[src/rtl/axw_pkg.sv]
package axw_pkg;
  localparam int unsigned SPLIT_BEATS = 16;
  localparam int unsigned LEN_W       = $clog2(SPLIT_BEATS);
  localparam int unsigned RESP_W      = 2;

  // Severity order equals numeric order of the response encoding.
  function automatic logic [RESP_W-1:0] resp_worst(input logic [RESP_W-1:0] a,
                                                   input logic [RESP_W-1:0] b);
    return (a > b) ? a : b;
  endfunction
endpackage

[src/rtl/axw_fifo.sv]
module axw_fifo #(
  parameter int unsigned WIDTH = 8,
  parameter int unsigned DEPTH = 4
) (
  input  logic             clk,
  input  logic             rst_n,
  input  logic             push,
  input  logic [WIDTH-1:0] push_data,
  output logic             full,
  input  logic             pop,
  output logic [WIDTH-1:0] pop_data,
  output logic             empty
);
  localparam int unsigned PTR_W = $clog2(DEPTH);

  logic [WIDTH-1:0] mem_q [DEPTH];
  logic [PTR_W:0]   wr_q, wr_d, rd_q, rd_d;

  always_comb begin
    wr_d = push ? wr_q + 1'b1 : wr_q;
    rd_d = pop  ? rd_q + 1'b1 : rd_q;
  end

  assign empty    = (wr_q == rd_q);
  assign full     = (wr_q[PTR_W] != rd_q[PTR_W]) &&
                    (wr_q[PTR_W-1:0] == rd_q[PTR_W-1:0]);
  assign pop_data = mem_q[rd_q[PTR_W-1:0]];

  always_ff @(posedge clk or negedge rst_n) begin
    if (!rst_n) begin
      wr_q <= '0;
      rd_q <= '0;
    end else begin
      wr_q <= wr_d;
      rd_q <= rd_d;
    end
  end

  always_ff @(posedge clk) begin
    if (push) mem_q[wr_q[PTR_W-1:0]] <= push_data;
  end

  // queue never written when full nor read when empty
  a_r9_no_overflow: assert property (@(posedge clk) disable iff (!rst_n)
    push |-> !full);
  a_r9_no_underflow: assert property (@(posedge clk) disable iff (!rst_n)
    pop |-> !empty);
endmodule

[src/rtl/axw_aw_split.sv]
module axw_aw_split
  import axw_pkg::*;
#(
  parameter int unsigned ADDR_W = 32,
  parameter int unsigned ID_W   = 4,
  parameter int unsigned OUTS_W = 4
) (
  input  logic              clk,
  input  logic              rst_n,
  input  logic              up_awvalid,
  output logic              up_awready,
  input  logic [ID_W-1:0]   up_awid,
  input  logic [ADDR_W-1:0] up_awaddr,
  input  logic [7:0]        up_awlen,
  input  logic [2:0]        up_awsize,
  input  logic              txn_retired,
  output logic              dn_awvalid,
  input  logic              dn_awready,
  output logic [ID_W-1:0]   dn_awid,
  output logic [ADDR_W-1:0] dn_awaddr,
  output logic [LEN_W-1:0]  dn_awlen,
  output logic [2:0]        dn_awsize,
  input  logic              wq_full,
  input  logic              bq_full,
  output logic              info_push,
  output logic              info_last
);
  localparam int unsigned      REM_W = 9;
  localparam logic [REM_W-1:0] SPLIT = REM_W'(SPLIT_BEATS);

  logic              busy_q, busy_d;
  logic [REM_W-1:0]  rem_q, rem_d, rem_m1;
  logic [ADDR_W-1:0] addr_q, addr_d, addr_aligned, addr_step;
  logic [ID_W-1:0]   id_q;
  logic [2:0]        size_q;
  logic [OUTS_W-1:0] outs_q, outs_d;
  logic              throttle_ok, aw_acc, dn_hs, last_burst, pos_en, outs_en;

  assign throttle_ok = (outs_q == '0) || (up_awid == id_q);
  assign up_awready  = !busy_q && throttle_ok && (outs_q != '1);
  assign aw_acc      = up_awvalid && up_awready;

  assign rem_m1      = rem_q - REM_W'(1);
  assign last_burst  = (rem_q <= SPLIT);
  assign dn_awvalid  = busy_q && !wq_full && !bq_full;
  assign dn_hs       = dn_awvalid && dn_awready;
  assign dn_awid     = id_q;
  assign dn_awaddr   = addr_q;
  assign dn_awsize   = size_q;
  assign dn_awlen    = last_burst ? rem_m1[LEN_W-1:0] : '1;
  assign info_push   = dn_hs;
  assign info_last   = last_burst;

  assign addr_aligned = (addr_q >> size_q) << size_q;
  assign addr_step    = ADDR_W'(SPLIT_BEATS) << size_q;

  always_comb begin
    busy_d = busy_q;
    rem_d  = rem_q;
    addr_d = addr_q;
    if (aw_acc) begin
      busy_d = 1'b1;
      rem_d  = {1'b0, up_awlen} + REM_W'(1);
      addr_d = up_awaddr;
    end else if (dn_hs) begin
      if (last_burst) begin
        busy_d = 1'b0;
      end else begin
        rem_d  = rem_q - SPLIT;
        addr_d = addr_aligned + addr_step;
      end
    end
  end

  always_comb begin
    outs_d = outs_q;
    case ({aw_acc, txn_retired})
      2'b10:   outs_d = outs_q + 1'b1;
      2'b01:   outs_d = outs_q - 1'b1;
      default: outs_d = outs_q;
    endcase
  end

  assign pos_en  = aw_acc || dn_hs;
  assign outs_en = aw_acc ^ txn_retired;

  always_ff @(posedge clk or negedge rst_n) begin
    if (!rst_n) begin
      busy_q <= 1'b0;
      rem_q  <= '0;
      addr_q <= '0;
      id_q   <= '0;
      size_q <= '0;
      outs_q <= '0;
    end else begin
      busy_q <= busy_d;
      if (pos_en) begin
        rem_q  <= rem_d;
        addr_q <= addr_d;
      end
      if (aw_acc) begin
        id_q   <= up_awid;
        size_q <= up_awsize;
      end
      if (outs_en) outs_q <= outs_d;
    end
  end

  // no second acceptance right after one
  a_r3_awready_gap: assert property (@(posedge clk) disable iff (!rst_n)
    (up_awvalid && up_awready) |=> !up_awready);
  // accepted address while traffic in flight matches the in-flight ID
  a_r8_throttle: assert property (@(posedge clk) disable iff (!rst_n)
    (up_awvalid && up_awready && outs_q != '0) |-> (up_awid == id_q));
  // a short piece always finishes the split
  a_r1_short_is_last: assert property (@(posedge clk) disable iff (!rst_n)
    (dn_awvalid && dn_awready && dn_awlen != '1) |=> !busy_q);
  // a stalled downstream address holds its payload
  a_r2_aw_hold: assert property (@(posedge clk) disable iff (!rst_n)
    (dn_awvalid && !dn_awready) |=> (dn_awvalid && $stable(dn_awaddr) && $stable(dn_awlen)));
endmodule

[src/rtl/axw_w_frame.sv]
module axw_w_frame
  import axw_pkg::*;
#(
  parameter int unsigned ID_W   = 4,
  parameter int unsigned DATA_W = 32
) (
  input  logic                clk,
  input  logic                rst_n,
  input  logic                info_valid,
  input  logic [ID_W-1:0]     info_id,
  input  logic [LEN_W-1:0]    info_len,
  output logic                info_pop,
  input  logic                up_wvalid,
  output logic                up_wready,
  input  logic [DATA_W-1:0]   up_wdata,
  input  logic [DATA_W/8-1:0] up_wstrb,
  output logic                dn_wvalid,
  input  logic                dn_wready,
  output logic [ID_W-1:0]     dn_wid,
  output logic [DATA_W-1:0]   dn_wdata,
  output logic [DATA_W/8-1:0] dn_wstrb,
  output logic                dn_wlast
);
  logic [LEN_W-1:0] beat_q, beat_d;
  logic             w_hs;

  assign dn_wvalid = up_wvalid && info_valid;
  assign up_wready = dn_wready && info_valid;
  assign dn_wdata  = up_wdata;
  assign dn_wstrb  = up_wstrb;
  assign dn_wid    = info_id;
  assign dn_wlast  = (beat_q == info_len);
  assign w_hs      = dn_wvalid && dn_wready;
  assign info_pop  = w_hs && dn_wlast;

  always_comb begin
    beat_d = beat_q;
    if (info_pop)  beat_d = '0;
    else if (w_hs) beat_d = beat_q + 1'b1;
  end

  always_ff @(posedge clk or negedge rst_n) begin
    if (!rst_n)    beat_q <= '0;
    else if (w_hs) beat_q <= beat_d;
  end

  // beat counter never passes the length of the piece being framed
  a_r4_beat_bound: assert property (@(posedge clk) disable iff (!rst_n)
    info_valid |-> (beat_q <= info_len));
  // with no piece pending the counter rests at zero
  a_r4_idle_zero: assert property (@(posedge clk) disable iff (!rst_n)
    !info_valid |-> (beat_q == '0));
endmodule

[src/rtl/axw_b_merge.sv]
module axw_b_merge
  import axw_pkg::*;
#(
  parameter int unsigned ID_W = 4
) (
  input  logic              clk,
  input  logic              rst_n,
  input  logic              info_valid,
  input  logic              info_last,
  output logic              info_pop,
  input  logic              dn_bvalid,
  output logic              dn_bready,
  input  logic [ID_W-1:0]   dn_bid,
  input  logic [RESP_W-1:0] dn_bresp,
  output logic              up_bvalid,
  input  logic              up_bready,
  output logic [ID_W-1:0]   up_bid,
  output logic [RESP_W-1:0] up_bresp,
  output logic              txn_retired
);
  logic [RESP_W-1:0] acc_q, acc_d, merged;
  logic              b_hs;

  assign merged      = resp_worst(acc_q, dn_bresp);
  assign up_bvalid   = dn_bvalid && info_valid && info_last;
  assign up_bid      = dn_bid;
  assign up_bresp    = merged;
  assign dn_bready   = info_valid && (!info_last || up_bready);
  assign b_hs        = dn_bvalid && dn_bready;
  assign info_pop    = b_hs;
  assign txn_retired = b_hs && info_last;

  always_comb begin
    acc_d = acc_q;
    if (txn_retired) acc_d = '0;
    else if (b_hs)   acc_d = merged;
  end

  always_ff @(posedge clk or negedge rst_n) begin
    if (!rst_n)    acc_q <= '0;
    else if (b_hs) acc_q <= acc_d;
  end

  // severity seen so far never decreases inside a transaction
  a_r7_acc_grows: assert property (@(posedge clk) disable iff (!rst_n)
    (b_hs && !info_last) |=> (acc_q >= $past(acc_q)));
  // upstream response only offered when a downstream one is present
  a_r6_b_follows_dn: assert property (@(posedge clk) disable iff (!rst_n)
    up_bvalid |-> (dn_bvalid && dn_bready == up_bready));
endmodule

[src/rtl/axw_conv.sv]
module axw_conv
  import axw_pkg::*;
#(
  parameter int unsigned ADDR_W   = 32,
  parameter int unsigned ID_W     = 4,
  parameter int unsigned DATA_W   = 32,
  parameter int unsigned OUTS_W   = 4,
  parameter int unsigned WQ_DEPTH = 4,
  parameter int unsigned BQ_DEPTH = 8
) (
  input  logic                clk,
  input  logic                rst_n,
  input  logic                up_awvalid,
  output logic                up_awready,
  input  logic [ID_W-1:0]     up_awid,
  input  logic [ADDR_W-1:0]   up_awaddr,
  input  logic [7:0]          up_awlen,
  input  logic [2:0]          up_awsize,
  input  logic                up_wvalid,
  output logic                up_wready,
  input  logic [DATA_W-1:0]   up_wdata,
  input  logic [DATA_W/8-1:0] up_wstrb,
  output logic                up_bvalid,
  input  logic                up_bready,
  output logic [ID_W-1:0]     up_bid,
  output logic [1:0]          up_bresp,
  output logic                dn_awvalid,
  input  logic                dn_awready,
  output logic [ID_W-1:0]     dn_awid,
  output logic [ADDR_W-1:0]   dn_awaddr,
  output logic [3:0]          dn_awlen,
  output logic [2:0]          dn_awsize,
  output logic                dn_wvalid,
  input  logic                dn_wready,
  output logic [ID_W-1:0]     dn_wid,
  output logic [DATA_W-1:0]   dn_wdata,
  output logic [DATA_W/8-1:0] dn_wstrb,
  output logic                dn_wlast,
  input  logic                dn_bvalid,
  output logic                dn_bready,
  input  logic [ID_W-1:0]     dn_bid,
  input  logic [1:0]          dn_bresp
);
  localparam int unsigned WQ_W = ID_W + LEN_W;

  logic            info_push, info_last, txn_retired;
  logic            wq_full, wq_empty, wq_pop;
  logic            bq_full, bq_empty, bq_pop, bq_last;
  logic [WQ_W-1:0] wq_out;

  axw_aw_split #(.ADDR_W(ADDR_W), .ID_W(ID_W), .OUTS_W(OUTS_W)) aw_i (
    .clk(clk), .rst_n(rst_n),
    .up_awvalid(up_awvalid), .up_awready(up_awready), .up_awid(up_awid),
    .up_awaddr(up_awaddr), .up_awlen(up_awlen), .up_awsize(up_awsize),
    .txn_retired(txn_retired),
    .dn_awvalid(dn_awvalid), .dn_awready(dn_awready), .dn_awid(dn_awid),
    .dn_awaddr(dn_awaddr), .dn_awlen(dn_awlen), .dn_awsize(dn_awsize),
    .wq_full(wq_full), .bq_full(bq_full),
    .info_push(info_push), .info_last(info_last)
  );

  axw_fifo #(.WIDTH(WQ_W), .DEPTH(WQ_DEPTH)) wq_i (
    .clk(clk), .rst_n(rst_n),
    .push(info_push), .push_data({dn_awid, dn_awlen}), .full(wq_full),
    .pop(wq_pop), .pop_data(wq_out), .empty(wq_empty)
  );

  axw_fifo #(.WIDTH(1), .DEPTH(BQ_DEPTH)) bq_i (
    .clk(clk), .rst_n(rst_n),
    .push(info_push), .push_data(info_last), .full(bq_full),
    .pop(bq_pop), .pop_data(bq_last), .empty(bq_empty)
  );

  axw_w_frame #(.ID_W(ID_W), .DATA_W(DATA_W)) w_i (
    .clk(clk), .rst_n(rst_n),
    .info_valid(!wq_empty), .info_id(wq_out[WQ_W-1:LEN_W]),
    .info_len(wq_out[LEN_W-1:0]), .info_pop(wq_pop),
    .up_wvalid(up_wvalid), .up_wready(up_wready), .up_wdata(up_wdata),
    .up_wstrb(up_wstrb),
    .dn_wvalid(dn_wvalid), .dn_wready(dn_wready), .dn_wid(dn_wid),
    .dn_wdata(dn_wdata), .dn_wstrb(dn_wstrb), .dn_wlast(dn_wlast)
  );

  axw_b_merge #(.ID_W(ID_W)) b_i (
    .clk(clk), .rst_n(rst_n),
    .info_valid(!bq_empty), .info_last(bq_last), .info_pop(bq_pop),
    .dn_bvalid(dn_bvalid), .dn_bready(dn_bready), .dn_bid(dn_bid),
    .dn_bresp(dn_bresp),
    .up_bvalid(up_bvalid), .up_bready(up_bready), .up_bid(up_bid),
    .up_bresp(up_bresp), .txn_retired(txn_retired)
  );

  // nothing offered on any output channel during reset
  a_r10_reset_quiet: assert property (@(posedge clk)
    !rst_n |-> (!up_bvalid && !dn_awvalid && !dn_wvalid));
endmodule

[config.mk]
export PLATFORM = sky130hd
export DESIGN_NAME = axw_conv
export DESIGN_NICKNAME = d
export VERILOG_FILES = /design/src/rtl/axw_pkg.sv /design/src/rtl/axw_fifo.sv /design/src/rtl/axw_aw_split.sv /design/src/rtl/axw_w_frame.sv /design/src/rtl/axw_b_merge.sv /design/src/rtl/axw_conv.sv
export SDC_FILE = /design/constraint.sdc
export NUM_CORES = 1
export LEC_CHECK = 0
export BUFFER_PORTS_ARGS = -buffer_cell sky130_fd_sc_hd__buf_2
export CELL_PAD_IN_SITES_DETAIL_PLACEMENT = 0
export CELL_PAD_IN_SITES_GLOBAL_PLACEMENT = 1
export CORE_MARGIN = 5
export CORE_UTILIZATION = 30
export DETAILED_ROUTE_END_ITERATION = 7
export GPL_ROUTABILITY_DRIVEN = 0
export GPL_TIMING_DRIVEN = 0
export HOLD_SLACK_MARGIN = 0.03
export PLACE_DENSITY_LB_ADDON = 0.1
export SYNTH_ARGS = -nofsm -noshare
export SYNTH_HDL_FRONTEND = slang
export SYNTH_SLANG_ARGS = --single-unit
[constraint.sdc]
create_clock -name clk -period 3.7 [get_ports clk]
set_input_delay 0.185 -clock clk [delete_from_list [all_inputs] [get_ports clk]]
set_output_delay 0.185 -clock clk [all_outputs]
set_load 0.02 [all_outputs]
Word-level counts from Yosys, hierarchy flattened:

Memory sizes are Yosys's and may differ from the RTL's.
Index checks and enable logic that the tools add are counted.

* $add $sub $neg: 11
* $lt $le $gt $ge: 2
* equality and inequality tests: 12
* shift operators: 3
* mux-type cells: 16
* bitwise gates (word level): 1
* reductions and logical operators: 33

Operators by type and width (number)
* $mux 32: 3
* $add 32x32->32: 1
* $shl 32x3->32: 1
* $shl 5x3->32 const A: 1
* $shr 32x3->32: 1
* $mux 9: 3
* $logic_and 1x1->1: 17
* $add 4x1->4 const B: 4
* $eq 4x4->1: 3
* $add 8x1->9 const B: 1
* $le 9x5->1 const B: 1
* $sub 9x5->9 const B: 1
* $mux 4: 2
* $pmux 4 s2: 1
* $sub 4x1->4 const B: 2
* $add 3x1->3 const B: 2
* $eq 3x3->1: 2
* $logic_not 1->1: 6
* $reduce_bool 2->1: 3
* $mux 1: 5
* $logic_not 4->1: 1
* $mux 2: 2
* $ne 4x4->1 const B: 1
* $reduce_and 2->1: 2
* 9 further kinds: 12

* flip-flop bits (word level): 73
* bits in writable memories: 40
* bits of input ports: 97
* memories: 2

Memory list
* wq_i.mem_q: depth 4, width 8, read ports 1, clocked after Yosys merged registers in 0, wr ports 1, RTL line axw_fifo.sv:16 `logic [WIDTH-1:0] mem_q [DEPTH];`
* bq_i.mem_q: depth 8, width 1, read ports 1, clocked after Yosys merged registers in 0, wr ports 1, RTL line axw_fifo.sv:16

Logic depth before layout (Yosys ltp):

Gate-level depths: netlist of the first run.
An unclocked memory read counts as a cell.

* word-level depth: 9
* depth in mapped cells: 13
* depth with buffers taken out: 12

Hierarchy:

Synthesis of the first run repeated with hierarchy kept, for this count alone.

* cells, all modules: 619
* area total of the unflattened synthesis: 6508.7 um2

By module, submodules not included
* axw_aw_split: times used 1, cells each 390, area an instance 3392.0 um2
* axw_fifo at wq_i: times used 1, cells each 72, area an instance 1500.2 um2
* axw_fifo at bq_i: times used 1, cells each 55, area an instance 752.0 um2
* axw_w_frame: times used 1, cells each 71, area an instance 591.8 um2
* axw_b_merge: times used 1, cells each 29, area an instance 265.3 um2
* axw_conv: times used 1, cells each 2, area an instance 7.5 um2

Least setup slack after synthesis of the first run:

No wires, ideal clock.

* path type: register -> register
* start: register bq_i.rd_q[0]
* end: register aw_i.outs_q[3]
* library setup time: 0.125 ns
* arrival time: 2.677 ns
* data required time: 3.575 ns
* setup slack: 0.898 ns
* cell stages (with the launch flop): 13
* path buffers: 1
* period minus slack after synthesis: 2.802 ns
* cell sequence: dfrtp_1 -> buf_2 -> mux4_2 -> mux2i_1 -> nor2_1 -> and2_1 -> ha_1 -> ha_1 -> a21o_1 -> a21oi_1 -> xnor2_1 -> nor2_1 -> xor2_1

* longest elaborated chain between the ends: 9

Ends and longest elaborated chain
* from (decl): RTL line axw_fifo.sv:17 `logic [PTR_W:0] wr_q, wr_d, rd_q, rd_d;`
* from (signal assigned): RTL line axw_fifo.sv:35 `rd_q <= rd_d;`
* $mem_v2 8x1
* $logic_not 1->1: RTL line axw_b_merge.sv:28 `assign dn_bready = info_valid && (!info_last || up_bready);`
* $logic_or 1x1->1: RTL line axw_b_merge.sv:28
* $logic_and 1x1->1: RTL line axw_b_merge.sv:28
* $logic_and 1x1->1: RTL line axw_b_merge.sv:29 `assign b_hs = dn_bvalid && dn_bready;`
* $logic_and 1x1->1 (*): RTL line axw_b_merge.sv:31 `assign txn_retired = b_hs && info_last;`
* $eq 2x2->1 / $eq 2x1->1 (equally long branches): RTL line axw_aw_split.sv:77 `case ({aw_acc, txn_retired})`
* $reduce_bool 2->1 (no source line)
* $reduce_and 2->1 (no source line)
* to (signal assigned): RTL line axw_aw_split.sv:105 `if (outs_en) outs_q <= outs_d;`
* to (decl): RTL line axw_aw_split.sv:36 `logic [OUTS_W-1:0] outs_q, outs_d;`

Mark *: on every way between the ends. The rest lies on a longest branch, timed or not.
A chain may end at the register's enable or synchronous reset.

Final worst setup path of the first run:

* start: register aw_i.id_q[0] (netlist: aw_i.dn_awid[0])
* end: register aw_i.outs_q[3]

* longest elaborated chain between the ends: 8

Ends and longest elaborated chain
* from (decl): RTL line axw_aw_split.sv:34 `logic [ID_W-1:0] id_q;`
* from (signal assigned): RTL line axw_aw_split.sv:102 `id_q <= up_awid;`
* $eq 4x4->1 (*): RTL line axw_aw_split.sv:39 `assign throttle_ok = (outs_q == '0) || (up_awid == id_q);`
* $logic_or 1x1->1 (*): RTL line axw_aw_split.sv:39
* $logic_and 1x1->1 (*) (2 in series): RTL line axw_aw_split.sv:40 `assign up_awready = !busy_q && throttle_ok && (outs_q != '1);`
* $logic_and 1x1->1 (*): RTL line axw_aw_split.sv:41 `assign aw_acc = up_awvalid && up_awready;`
* $eq 2x2->1 / $eq 2x1->1 (equally long branches): RTL line axw_aw_split.sv:77
* $reduce_bool 2->1 (no source line)
* $reduce_and 2->1 (no source line)

Marked as above.

==> impl_metrics.py, run 1 <==
metrics = {
    "global_routing": {
        "grt_pass1_vias": 5397,
        "antenna_found_initial": 3,
        "grt_util_all_layers_pct": 14.6,
        "grt_max_degree": 56,
        "grt_first_pass_wirelength_microns": 27800,
        "overflow": 0,
    },
    "pwr": {
        "finalPower_mw": 6.67,
        "p_leak_nw": 3.72,
        "power_density_mw_per_mm2": 787,
        "peakVddDrop_mv": 0.290,
    },
    "sta": {
        "fin_ws_ps": 383,
        "fin_skew_ps": 8.99,
        "max_freq_mhz": 301,
        "finalHoldViolCount": 0,
        "timing.final.crit_period_ps": 3320,
        "rsz0062_at_grt": "false",
        "slew_headroom_pct": 40.8,
        "period_share_pct": 89.7,
        "drv_slew": 0,
        "worst_slew_pin_slew_ps": 882,
        "whs_ps": 56.2,
        "setup-violations-final": 0,
    },
    "finish": {
        "final_cell_mix": "159 x buf_2, 81 x nand2_1, 73 x dfrtp_1",
        "drive_gt1_share_pct": 30.0,
        "diodes": 0,
        "multiInputGateArea_sq_mm": 0.00284,
        "final_common_cell": "buf_2",
        "fin_util_pct": 40.3,
        "nets": 949,
        "areaGrowthSynthToFinish_pct": 32.5,
        "seqCellArea_sq_mm": 0.00303,
        "fin_area_sq_mm": 0.00847,
        "num-fill-cells": 2109,
    },
    "routing": {
        "vias": 5141,
        "drt_iter0_markers": 188,
        "ant_nets": 0,
        "wl_per_cell_microns": 15.8,
        "drt_wl_total_microns": 17500,
        "drc": 0,
        "dr.pass1.iters": 4,
        "vias_per_cell": 4.63,
    },
    "logic_synthesis": {
        "synth_area_per_cell_sq_um": 10.4,
        "synthesis.area_sq_mm": 0.00639,
        "synth-edff-count": 40,
        "synth-seq-area-share_pct": 47.4,
        "synthArstFlopShare_pct": 64.6,
        "syn-num-nets": 741,
        "netlist.area_leader.share_pct": 28.6,
        "yosys.cell_types.count": 60,
        "synth_cells": 615,
        "synthFlopType": "dfrtp_1",
        "yosys_warnings": 0,
        "ys_seq_elements": 113,
        "yosysTopAreaCell": "dfrtp_1",
        "ys_top_cells_by_area": "dfrtp_1 29%, edfxtp_1 19%, xnor2_1 5.9%",
    },
    "clock_network": {
        "clock-root-buffer": "clkbuf_16",
        "cts_buffer_depth": 2,
        "insertion_delay_ps": 410,
        "tritoncts": "built",
        "clock-sinks": 113,
        "cts_setup_buffers": 0,
        "htreeDepth": 4,
        "clkTransAtPathRegs_ps": 60,
        "numCtsBuffers": 17,
    },
    "placement": {
        "post_dp_cell_area_sq_mm": 0.00753,
        "pre_cts_ws_ps": -71.9,
        "io_buffers": 152,
        "dp_hpwl_microns": 13200,
    },
    "floorplanning": {
        "dieArea_sq_mm": 0.0243,
        "core-area_sq_mm": 0.0210,
        "die-height_microns": 156,
        "ios": 193,
        "rows": 53,
        "die_w_microns": 156,
        "initial_core_util_pct": 30.4,
    },
    "setup_path": {
        "end_kind": "flop",
        "rr_worst_depth": 12,
        "start_kind": "flop",
        "crit_path_max_fanout": 10,
        "cp.arrival_ps": 3610,
        "worst-setup-path-type": "reg -> reg",
        "cp.required_ps": 4000,
    },
    "hold_path": {
        "whs_path_depth": 3,
        "hold_class": "in -> reg",
    },
    "job": {
        "maxCapViolCount": 0,
    },
    "run_status": {
        "status": "completed",
    },
}
==> synth_stat cells, types with 2 or more instances <==
master	count
mux4_1	6
buf_2	8
nor3b_1	7
o21ai_0	38
nor3_1	10
fa_1	2
nor4_1	15
nand4_1	5
ha_1	27
mux2_2	3
xnor2_1	43
a22o_1	2
inv_1	26
and2_1	9
xor2_1	19
mux2i_1	6
a31oi_1	2
nand3_1	17
and4_1	2
o21ai_1	2
a21o_1	2
a221o_1	3
a32o_1	2
mux4_2	2
a22oi_1	2
dfrtp_1	73
clkbuf_1	19
and3b_1	3
nand2_1	81
a21oi_1	12
and3_1	6
nor2b_1	4
nor4bb_1	3
nor3_2	2
o22ai_1	4
nor2_1	37
edfxtp_1	40
a211oi_1	8
buf_4	41
a41oi_1	2
==> through the flow <==
stage	instances	TNS [ps]
after CTS	1111	0
final	1111	0
after floorplan	615	0
after detailed placement	1043	-71.9
after global placement	1042	0
after global routing	1111	0
==> cells by family (layout without fill, tap and decap cells) <==
logic type | count (synthesis) | after routing | share of synthesized area (%)
xor+xnor | 62 | 62 | 8.50
simple gates | 209 | 209 | 16.2
flops | 113 | 113 | 47.4
mux | 18 | 18 | 4.87
compound gates | 88 | 88 | 8.83
buf+inv | 96 | 317 | 8.32
fa+ha+maj | 29 | 29 | 5.91
==> state kept, by name, indices dropped and copies added, names as in the netlist, 3 cells and up <==
| signal | count |
|---|---|
| aw_i.dn_awaddr | 32 |
| bq_i.rd_q | 4 |
| aw_i.rem_q | 9 |
| w_i.beat_q | 4 |
| wq_i.rd_q | 3 |
| aw_i.dn_awsize | 3 |
| bq_i.wr_q | 4 |
| wq_i.wr_q | 3 |
| aw_i.outs_q | 4 |
| wq_i.mem_q | 32 |
| bq_i.mem_q | 8 |
| aw_i.dn_awid | 4 |
==> routing by layer <==
| layer | GRT usage [%] | up-vias | routed length (microns) |
|---|---|---|---|
| met4 | 3.79 | 6 | 166 |
| met1 | 17.7 | 2473 | 7530 |
| met3 | 4.38 | 16 | 776 |
| li1 | - | 2540 | - |
| met5 | 0 | - | 38 |
| met2 | 25.4 | 106 | 9010 |
==> cell type report <==
class,instances,share of cell area (%)
Sequential cell,113,35.7
Multi-Input combinational cell,406,33.5
Timing Repair Buffer,189,13.6
Buffer,69,5.08
Clock buffer,17,5.02
Tap cell,275,4.06
Clock inverter,15,1.77
Inverter,27,1.20
==> critical path, stage by stage, from the launching register on <==
cell      delay [ps]
dfrtp_1          470
xnor2_1          170
a41oi_1          410
nor2_2           160
inv_2            230
clkbuf_1         520
ha_1             310
ha_1             250
a21o_1           150
a21oi_1          180
xnor2_1          150
nor2_1            70
xor2_1           140
==> final timing paths <==
kind	startpoint	endpoint	slack (ps)
worst max-delay path	aw_i.dn_awid[0]	aw_i.outs_q[3]	380
min in group asynchronous	rst_n	w_i.beat_q[0]	200
max in group asynchronous	rst_n	aw_i.dn_awaddr[4]	2910
worst max register to register	aw_i.dn_awid[0]	aw_i.outs_q[3]	380
worst min-delay path	up_awaddr[22]	aw_i.dn_awaddr[22]	60
worst min register to register	bq_i.wr_q[3]	bq_i.wr_q[3]	490
==> where the power goes <==
| part | leakage, nW | internal [mW] | switching, mW | total, mW |
|---|---|---|---|---|
| Clock | 0.287 | 0.944 | 0.647 | 1.59 |
| Sequential | 1.23 | 1.78 | 0.413 | 2.19 |
| Combinational | 2.20 | 1.18 | 1.70 | 2.89 |
| Total | 3.72 | 3.90 | 2.76 | 6.67 |
==> repair_timing <==
item,4_1_cts,5_1_grt
endpoints found under the hold margin,108,0
hold buffers,36,0
cloned,0,0
resized for setup,1,1
setup endpoints to repair,1,1
Power figures use the tool's default switching activity.
==> run 2: changes to the inputs <==
--- a/config.mk
+++ b/config.mk
@@ -5,6 +5,7 @@
 export SDC_FILE = /design/constraint.sdc
 export NUM_CORES = 1
 export LEC_CHECK = 0
+export ABC_AREA = 1
 export BUFFER_PORTS_ARGS = -buffer_cell sky130_fd_sc_hd__buf_2
 export CELL_PAD_IN_SITES_DETAIL_PLACEMENT = 0
 export CELL_PAD_IN_SITES_GLOBAL_PLACEMENT = 1
==> impl_metrics.py, run 2 <==
metrics = {
    "run_status": {
        "status": "completed",
    },
    "setup_path": {
        "rr_worst_depth": 23,
        "crit_family": "simple AND/OR/NAND/NOR gates",
        "crit_path_max_fanout": 10,
        "start_kind": "flop",
        "cp_num_buf_inv": 5,
        "end_kind": "flop",
        "worst-setup-path-type": "reg -> reg",
        "cp.arrival_ps": 3710,
        "path_cells": "clkbuf_4, buf_1, nand3_1, nand3_1, nand3_1, nand2_1, nand2_1, nand3_1, o21ai_0, ha_2, inv_1, fa_1, inv_1, nand3_1, nand2_2, nand2_1, nand2_1, clkbuf_4, nand2_1, nand2_1, nand3_1, nand3_1, nand2_1",
        "slowest_delay_ps": 410,
        "slowest_stage": "fa_1",
        "cp.required_ps": 4020,
        "r2r_start": "aw_i.dn_awsize[1]",
        "r2r_end": "aw_i.dn_awaddr[20]",
        "r2r_setup_slack_ps": 310,
    },
    "global_routing": {
        "grt_util_all_layers_pct": 16.9,
        "overflow": 0,
        "antenna_found_initial": 0,
        "grt_pass1_vias": 7583,
        "grt_first_pass_wirelength_microns": 41000,
        "grt_max_degree": 44,
    },
    "logic_synthesis": {
        "yosys_warnings": 0,
        "ys_top_cells_by_area": "dfrtp_1 23%, nand2_1 21%, edfxtp_1 15%",
        "yosys.cell_count.top_type": "nand2_1",
        "yosysTopAreaCell": "dfrtp_1",
        "synthArstFlopShare_pct": 64.6,
        "synth-edff-count": 40,
        "synthFlopType": "dfrtp_1",
        "synthesis.area_sq_mm": 0.00802,
        "yosys.cell_types.count": 38,
        "synth_cells": 1150,
        "synthTopCellsByCount": "440 x nand2_1, 149 x nand3_1, 128 x inv_1",
        "ys_seq_elements": 113,
        "syn-num-nets": 1276,
        "synth-seq-area-share_pct": 37.8,
        "synth_area_per_cell_sq_um": 6.97,
        "netlist.area_leader.share_pct": 22.8,
    },
    "sta": {
        "max_freq_mhz": 295,
        "slew_headroom_pct": 37.7,
        "worst_slew_pin_slew_ps": 931,
        "setup_tns_ps": 0,
        "drv_slew": 0,
        "period_share_pct": 91.5,
        "fin_skew_ps": 17.9,
        "rsz0062_at_grt": "false",
        "timing.final.crit_period_ps": 3390,
        "setup-violations-final": 0,
        "finalHoldViolCount": 0,
    },
    "routing": {
        "drt_iter0_markers": 312,
        "ant_nets": 0,
        "wl_per_cell_microns": 14.9,
        "drt_wl_total_microns": 25100,
        "dr.pass1.iters": 5,
        "vias": 7559,
        "drc": 0,
        "vias_per_cell": 4.49,
    },
    "hold_path": {
        "whs_path_depth": 5,
        "hold_path_end": "aw_i.dn_awaddr[25]",
        "min_from": "up_awaddr[25]",
        "hold_class": "in -> reg",
    },
    "finish": {
        "fin_util_pct": 38.0,
        "final_common_cell": "nand2_1",
        "areaGrowthSynthToFinish_pct": 24.2,
        "multiInputGateArea_sq_mm": 0.00397,
        "seqCellArea_sq_mm": 0.00303,
        "drive_gt1_share_pct": 20.8,
        "num-fill-cells": 2833,
        "diodes": 0,
        "nets": 1462,
        "final_cell_mix": "439 x nand2_1, 164 x buf_2, 149 x nand3_1",
    },
    "floorplanning": {
        "dieArea_sq_mm": 0.0301,
        "die-height_microns": 173,
        "ios": 193,
        "rows": 59,
        "die_w_microns": 173,
        "initial_core_util_pct": 30.6,
        "core-area_sq_mm": 0.0262,
    },
    "pwr": {
        "power_density_mw_per_mm2": 836,
        "peakVddDrop_mv": 0.297,
        "p_leak_nw": 5.28,
        "finalPower_mw": 8.32,
    },
    "clock_network": {
        "clock-sinks": 113,
        "clock-root-buffer": "clkbuf_16",
        "htreeDepth": 4,
        "cts_buffer_depth": 2,
        "clkTransAtPathRegs_ps": 60,
        "numCtsBuffers": 17,
        "insertion_delay_ps": 440,
        "tritoncts": "built",
    },
    "job": {
        "maxCapViolCount": 0,
    },
    "placement": {
        "dp_hpwl_microns": 19100,
        "io_buffers": 152,
    },
}
run 2: repair_timing:
item / in CTS / in global routing
endpoints found under the setup margin: 0 / 6
gates resized for setup: 0 / 12
hold buffers: 13 / 0
hold endpoints to repair: 42 / 0
setup buffers: 0 / 1
run 2: cell type report:
type,instances,area share [%]
plain buffers,79,5.38
inverters,132,5.01
clock buffers,17,4.27
clock inverters,15,1.48
flip-flops and latches,113,30.4
repair buffers,167,9.32
multi-input cells,826,39.9
well taps,335,4.21
run 2: tightest hold or removal path, stage by stage:
cell and delay, ps:
buf_2 70, nand2_1 40, nand2_1 50, nand2_1 50, nand2_1 50
run 2: worst max path at each step:
stage	slack [ps]	start	endpoint	cells past startpoint
after CTS	30	aw_i.dn_awsize[0]	aw_i.dn_awaddr[20]	24
after global placement	50	aw_i.dn_awsize[0]	aw_i.dn_awaddr[20]	24
after global routing	4	aw_i.dn_awsize[1]	aw_i.dn_awaddr[20]	23
after floorplan	660	aw_i.dn_awsize[0]	aw_i.dn_awaddr[20]	24
after detailed placement	60	aw_i.dn_awsize[0]	aw_i.dn_awaddr[20]	24
final	310	aw_i.dn_awsize[1]	aw_i.dn_awaddr[20]	23
run 2: cells by family after synthesis:
family                     share of synthesized area (%)
and+or+nand+nor                                     37.8
buffers and inverters                               12.8
DFF                                                 37.8
AOI/OAI and AO/OA                                   3.28
xor gates and xnor gates                            3.71
adders and majority gates                           4.71
run 2: stage by stage:
stage	setup WS, ps	hold slack (ps)	std cells	area, sq um
after floorplan	661	-111	1150	8020
after global placement	53.0	399	1637	9200
after detailed placement	56.3	179	1638	9230
after CTS	32.4	32.5	1683	9930
after global routing	3.89	59.8	1684	9960
final	314	39.6	1684	9960
run 2: layer usage:
layer	GRT usage, %	wire [microns]	up-vias
met2	29.1	12400	138
met5	0	0	-
met4	3.72	271	0
met1	22.0	11600	3432
met3	3.40	841	16
li1	-	-	3973
run 2: power breakdown:
| group | total, mW | internal (mW) | leakage, nW | switching (mW) |
|---|---|---|---|---|
| Sequential | 2.28 | 1.78 | 1.27 | 0.499 |
| Clock | 1.64 | 0.943 | 0.279 | 0.702 |
| Combinational | 4.40 | 1.54 | 3.73 | 2.86 |
==> run 3: changes to the inputs <==
--- a/config.mk
+++ b/config.mk
@@ -13,7 +13,6 @@
 export CORE_UTILIZATION = 30
 export DETAILED_ROUTE_END_ITERATION = 7
 export GPL_ROUTABILITY_DRIVEN = 0
-export GPL_TIMING_DRIVEN = 0
 export HOLD_SLACK_MARGIN = 0.03
 export PLACE_DENSITY_LB_ADDON = 0.1
 export SYNTH_ARGS = -nofsm -noshare
==> impl_metrics.py, run 3 (synthesis results as in run 2) <==
metrics = {
    "run_status": {
        "status": "completed",
    },
    "clock_network": {
        "cts_buffer_depth": 2,
        "clock-sinks": 113,
        "htreeDepth": 4,
        "insertion_delay_ps": 420,
        "clock-root-buffer": "clkbuf_16",
        "cts_setup_buffers": 0,
        "numCtsBuffers": 17,
        "tritoncts": "built",
        "clkTransAtPathRegs_ps": 70,
    },
    "sta": {
        "fin_ws_ps": 499,
        "timing.final.crit_period_ps": 3200,
        "rsz0062_at_grt": "false",
        "max_freq_mhz": 312,
        "drv_slew": 0,
        "slew_headroom_pct": 42.8,
        "finalHoldViolCount": 0,
        "period_share_pct": 86.5,
        "fin_skew_ps": 11.2,
        "setup_tns_ps": 0,
        "whs_ps": 46.4,
        "worst_slew_pin_slew_ps": 855,
        "setup-violations-final": 0,
    },
    "pwr": {
        "switching_share_pct": 48.4,
        "p_leak_nw": 4.87,
        "p_comb_share_pct": 51.1,
        "power_density_mw_per_mm2": 876,
        "peakVddDrop_mv": 0.325,
        "pwr-share-clk_pct": 20.8,
        "pwr-share-seq_pct": 28.0,
        "finalPower_mw": 8.18,
        "p_int_mw": 4.22,
        "power.switching_mw": 3.96,
    },
    "setup_path": {
        "r2r_start": "aw_i.dn_awsize[0]",
        "r2r_end": "aw_i.dn_awaddr[14]",
        "rr_worst_depth": 23,
        "cp.arrival_ps": 3500,
        "r2r_setup_slack_ps": 500,
        "crit_path_max_fanout": 11,
        "worst-setup-path-type": "reg -> reg",
        "end_kind": "flop",
        "cp.required_ps": 4000,
        "start_kind": "flop",
    },
    "placement": {
        "io_buffers": 112,
        "pre_cts_ws_ps": 301,
        "dp_cells": 1535,
        "dp_hpwl_microns": 17000,
        "post_dp_cell_area_sq_mm": 0.00860,
    },
    "routing": {
        "drt_iter0_markers": 351,
        "wl_per_cell_microns": 14.7,
        "drt_wl_total_microns": 23300,
        "vias": 7194,
        "drc": 0,
        "vias_per_cell": 4.55,
        "ant_nets": 0,
        "dr.pass1.iters": 6,
    },
    "floorplanning": {
        "die-height_microns": 173,
        "dieArea_sq_mm": 0.0301,
        "ios": 193,
        "die_w_microns": 173,
        "initial_core_util_pct": 30.6,
        "core-area_sq_mm": 0.0262,
        "rows": 59,
    },
    "global_routing": {
        "overflow": 0,
        "grt_max_degree": 48,
        "antenna_found_initial": 1,
        "grt_first_pass_wirelength_microns": 38400,
        "grt_pass1_vias": 7247,
        "grt_util_all_layers_pct": 15.8,
    },
    "finish": {
        "nets": 1358,
        "diodes": 0,
        "fin_util_pct": 35.6,
        "areaGrowthSynthToFinish_pct": 16.4,
        "fin_area_sq_mm": 0.00934,
        "final_cell_mix": "439 x nand2_1, 149 x nand3_1, 127 x inv_1",
        "drive_gt1_share_pct": 14.9,
        "stdcell_count": 1580,
        "final_common_cell": "nand2_1",
    },
    "hold_path": {
        "hold_class": "in -> reg",
        "hold_path_end": "aw_i.dn_awaddr[29]",
        "min_from": "up_awaddr[29]",
        "whs_path_depth": 5,
    },
    "job": {
        "maxCapViolCount": 0,
    },
}
run 3: timing repair:
action | in CTS | in global routing
endpoints found under the hold margin | 58 | 0
setup endpoints to repair | 0 | 6
hold buffers | 13 | 0
resized for setup | 0 | 2
run 3: layout make-up:
type | count | area, sq um
Inverter | 132 | 499
Fill cell | 2843 | 16900
Tap cell | 335 | 419
Timing Repair Buffer | 142 | 821
Sequential cell | 113 | 3030
Clock buffer | 17 | 425
Multi-Input combinational cell | 826 | 3970
Clock inverter | 15 | 173
run 3: routing by layer:
layer	GRT usage (%)	wire length, microns	part of all wire, %	vias to the layer above
met1	19.9	10700	46	3279
met3	3.05	806	3.5	17
met5	0	13	0.056	-
li1	-	-	-	3766
met4	3.79	152	0.65	2
met2	27.9	11700	50	130
run 3: critical path: stages (launching register included):
cell and delay (ps):
dfrtp_1 380, inv_2 130, buf_4 190, nand2_1 80, nand3_1 100, nand3_1 100, nand3_1 120, nand2_1 70
nand2_1 60, nand3_1 60, o21ai_0 80, ha_1 280, inv_1 80, fa_1 400, inv_1 90, nand3_1 60
nand2_1 150, nand2_1 80, nand2_2 190, nand2_1 80, nand2_1 60, nand3_1 70, nand3_1 100, nand2_1 60
run 3: worst max-delay path by stage:
stage,start,endpoint,slack (ps),cells past startpoint
floorplan,aw_i.dn_awsize[0],aw_i.dn_awaddr[20],660,24
global placement,aw_i.dn_awsize[0],aw_i.dn_awaddr[20],360,23
detailed placement,aw_i.dn_awsize[0],aw_i.dn_awaddr[20],300,23
CTS,aw_i.dn_awsize[0],aw_i.dn_awaddr[14],260,23
global route,aw_i.dn_awsize[0],aw_i.dn_awaddr[14],80,23
finish,aw_i.dn_awsize[0],aw_i.dn_awaddr[14],500,23
run 3: power by group through the flow:
stage	clock [mW]	sequential, mW	combinational (mW)
after floorplan	0	2.35	3.00
final	1.71	2.29	4.18
after CTS	1.75	2.30	4.26
after global routing	1.81	2.37	4.80
after detailed placement	0	2.32	4.23
after global placement	0	2.33	4.25
